**src/rtl/periodic_irq_timer.sv**
```systemverilog
module periodic_irq_timer #(
  parameter int TICKS_SHORT = 5,
  parameter int TICKS_MID   = 50,
  parameter int TICKS_LONG  = 600,
  parameter int ACK_READS   = 3
) (
  input  logic       clk,
  input  logic       rst_n,
  input  logic       tick,
  input  logic       addr_hit,
  input  logic       bus_wr,
  input  logic       bus_rd,
  input  logic [3:0] wdata,
  output logic [3:0] rdata,
  output logic       irq_pull
);
  localparam int CW = $clog2(TICKS_LONG + 1);
  localparam int AW = $clog2(ACK_READS + 1);

  logic [2:0]    code;
  logic          rep, run, irq;
  logic [CW-1:0] cnt, lim;
  logic [AW-1:0] acks;

  wire own_wr   = bus_wr && addr_hit;
  wire own_rd   = bus_rd && addr_hit;
  wire other_rd = bus_rd && !addr_hit;
  wire w_valid  = $countones(wdata[2:0]) == 1;
  wire ack_now  = own_rd && (acks == AW'(ACK_READS - 1));
  wire restart  = ack_now && rep && (code != 3'b000);
  wire expire   = run && tick && (cnt == lim - 1'b1);

  always_comb begin
    case (code)
      3'b100:  lim = CW'(TICKS_LONG);
      3'b010:  lim = CW'(TICKS_MID);
      default: lim = CW'(TICKS_SHORT);
    endcase
  end

  always_ff @(posedge clk) begin
    if (!rst_n) begin
      code <= 3'b000;
      rep  <= 1'b0;
      run  <= 1'b0;
      irq  <= 1'b0;
      cnt  <= '0;
      acks <= '0;
    end else if (own_wr) begin
      code <= w_valid ? wdata[2:0] : 3'b000;
      rep  <= wdata[3];
      run  <= w_valid;
      irq  <= 1'b0;
      cnt  <= '0;
      acks <= '0;
    end else begin
      if (ack_now || other_rd) acks <= '0;
      else if (own_rd)         acks <= acks + 1'b1;

      if (restart) begin
        irq <= 1'b0;
        run <= 1'b1;
        cnt <= '0;
      end else begin
        if (ack_now) irq <= 1'b0;
        if (expire) begin
          irq <= 1'b1;
          run <= 1'b0;
          cnt <= '0;
        end else if (run && tick) begin
          cnt <= cnt + 1'b1;
        end
      end
    end
  end

  assign rdata    = {1'b0, code};
  assign irq_pull = irq;
endmodule


```
**config.mk**
```make
export PLATFORM = sky130hd
export DESIGN_NAME = periodic_irq_timer
export DESIGN_NICKNAME = d
export VERILOG_FILES = /design/src/rtl/periodic_irq_timer.sv
export SDC_FILE = /design/constraint.sdc
export NUM_CORES = 1
export LEC_CHECK = 0
export BUFFER_PORTS_ARGS = -buffer_cell sky130_fd_sc_hd__buf_2
export CORE_MARGIN = 2
export CORE_UTILIZATION = 30
export CTS_BUF_LIST = sky130_fd_sc_hd__clkbuf_8
export DETAILED_ROUTE_END_ITERATION = 6
export GPL_ROUTABILITY_DRIVEN = 1
export PLACE_DENSITY = 0.46
export SLEW_MARGIN = 20
export SYNTH_ARGS = -nofsm -noshare
export SYNTH_HDL_FRONTEND = slang
export SYNTH_SLANG_ARGS = --single-unit
```
**constraint.sdc**
```tcl
create_clock -name clk -period 2.1 [get_ports clk]
set_clock_uncertainty 0.15 [all_clocks]
set_input_delay 0.21 -clock clk [delete_from_list [all_inputs] [get_ports clk]]
set_output_delay 0.21 -clock clk [all_outputs]
set_load 0.05 [all_outputs]
```
==> flow_summary.ini <==
[outcome]
status = finished clean

[yosys]
ys_types = 37
synth.area.top_cells = dfxtp_1, xor2_1, nand3_1
synth.most_common_cell = dfxtp_1
synth_edf_count = 0
synth_area_um2 = 956
syn_avg_cell_area_um2 = 8.85
ys_async_sr_fraction_pct = 0
syn-num-nets = 121
synth_seq_cells = 18
ys_top_cells_by_count = dfxtp_1, nor2_1, nand2_1, nand3_1, xor2_1
synthFlopType = dfxtp_1
synth.largest_area_cell = dfxtp_1
syn-instance-count = 108
synth-seq-area-share_pct = 37.7
netlist.area_leader.share_pct = 37.7
ys_warn_count = 0

[global_routing]
gr-total-overflow = 0
grt.total_usage_pct = 11.5
grt_pass1_wl_um = 3130
grt_pass1_vias = 726
grt_max_degree = 11
antenna_found_initial = 0

[setup_path]
path_class = flip-flop to flip-flop
cp-end-kind = flip-flop
start_kind = flip-flop
cp_max_fo = 10
worst_ep_arrival_time_ns = 1.83
crit_required_ns = 2.08

[flow_run]
max_cap_violations = 0

[die]
die-area_um2 = 3650
core_area_um2 = 3050
start_util_pct = 31.3
die_h_um = 60.5
die_w_um = 60.5
ios = 15
rows = 20

[hold_path]
hold_class = input port to flip-flop

[clock_tree]
post-cts-setup-buffer-count = 0
cts.sinks = 18
cts_buffers = 3
clkLatencyLatePin_ns = 0.25
cts_tree = done
cts_resized = 0
cts_root_buf = clkbuf_8
clkSlewWorstSetupHoldPaths_ns = 0.07
clk_path_buf_depth = 2
htree_levels = 1
ctsHoldBuffers = 0

[timing]
rsz0062_at_grt = no
maxSlewViolCount = 0
period_needed_ns = 1.84
setup_tns_ns = 0
period_share_pct = 87.7
hold_viol_final = 0
fmax_ghz = 0.543
setup_slack_ns = 0.257
setup_violations = 0

[power]
power_density_nw_per_um2 = 624
internal_power_uw = 538
p_leak_uw = 0.000433
swShare_pct = 23.3
clockPowerShare_pct = 41.0
peakVddDrop_v = 0.000189
total_power_uw = 702
p_seq_share_pct = 50.2
switching_power_uw = 163
p_comb_share_pct = 8.8

[finish]
fin_util_pct = 36.8
antenna_cells = 0
layout-drive-gt1-share_pct = 18.5
syn_to_final_growth_pct = 17.5
fin_cells = 168
num-fill-cells = 326
fin_nets = 138

[routing]
via_count = 805
wl_per_cell_um = 11.1
post_drt_via_cell_ratio = 4.79
wirelength_um = 1870
drt-initial-drc-count = 48
drc = 0
ant_nets = 0
dr.pass1.iters = 4

[place]
io_buffers = 13
gp_congestion = 0.796
preCtsSetupSlack_ns = 0.252
placed_cells = 164
dp_hpwl_um = 1420
## through the flow
stage	hold WS [ns]	area [um2]
2_1_floorplan	0.179	956
3_3_place_gp	0.317	1070
3_5_place_dp	0.317	1070
4_1_cts	0.0671	1120
5_1_grt	0.0805	1120
6_report	0.0689	1120
## state kept, by name, indices dropped and copies added, names as in the netlist
register and flops:
run 1, irq_pull 1, code 3, cnt 10, acks 2, rep 1
## final cells by class
class                      instances  area [um2]  area share, %
tap                               44        55.1           4.90
timing repair buffer              13        65.1           5.79
sequential                        18         360           32.1
clock buffer                       4        55.1           4.90
multi-input combinational         83         566           50.3
inverter                           6        22.5           2.00
## power by group through the flow
stage / Clock (uW) / Sequential, uW / Combinational [uW]
floorplan: 0 / 363 / 38.1
global placement: 0 / 360 / 61.6
detailed placement: 0 / 360 / 62.3
CTS: 295 / 352 / 62.4
global route: 315 / 353 / 69.5
finish: 288 / 352 / 61.9
## cell families (layout without fill, tap and decap cells)
family / after synthesis / count (layout) / synth area share [%]
flip-flops: 18 / 18 / 37.7
buffers and inverters: 7 / 23 / 3.14
XOR/XNOR: 9 / 9 / 8.25
other: 1 / 1 / 0.392
AO/OA/AOI/OAI: 18 / 18 / 15.6
AND/OR/NAND/NOR: 51 / 51 / 29.2
multiplexers: 1 / 1 / 1.05
adder cells (fa/ha/maj): 3 / 3 / 4.71
## worst max-delay path, stage by stage (launching register included)
cell	delay, ns
dfxtp_1	0.35
or2_0	0.24
a2111oi_2	0.39
o211ai_2	0.18
o21bai_4	0.32
nor2_1	0.09
## final timing paths
| path | from | endpoint | slack, ns | depth (start not counted) |
|---|---|---|---|---|
| hold reg to reg | rep | rep | 0.32 | 2 |
| setup reg to reg | cnt[0] | cnt[2] | 0.26 | 5 |
| setup / recovery | cnt[0] | cnt[2] | 0.26 | 5 |
| hold / removal | wdata[3] | rep | 0.07 | 3 |
## cells in the final DEF (no fill, tap or decap), types with 2 or more instances in the layout
master | Yosys | layout
nor2_1 | 10 | 10
nand3_1 | 8 | 8
ha_1 | 2 | 2
a22oi_1 | 3 | 3
inv_1 | 6 | 6
buf_2 | 0 | 13
nor2b_1 | 6 | 6
and3_1 | 5 | 5
nor3b_1 | 2 | 2
a31oi_1 | 2 | 2
nand2_1 | 8 | 8
o21ai_0 | 3 | 3
a21boi_0 | 2 | 2
clkbuf_8 | 0 | 4
nand3b_1 | 2 | 2
xor2_1 | 8 | 8
nor3_1 | 2 | 2
dfxtp_1 | 18 | 18
## layer usage
layer  wire [um]  vias to the layer above  part of all wire, %  global-route usage (%)
met2         854                       19                   46                    18.8
met5           0                        -                    0                       0
met3          90                        6                  4.8                    2.35
met4          49                        0                  2.6                    6.21
met1         876                      367                   47                    14.2
li1            -                      413                    -                       -
Power figures use the tool's default switching activity.
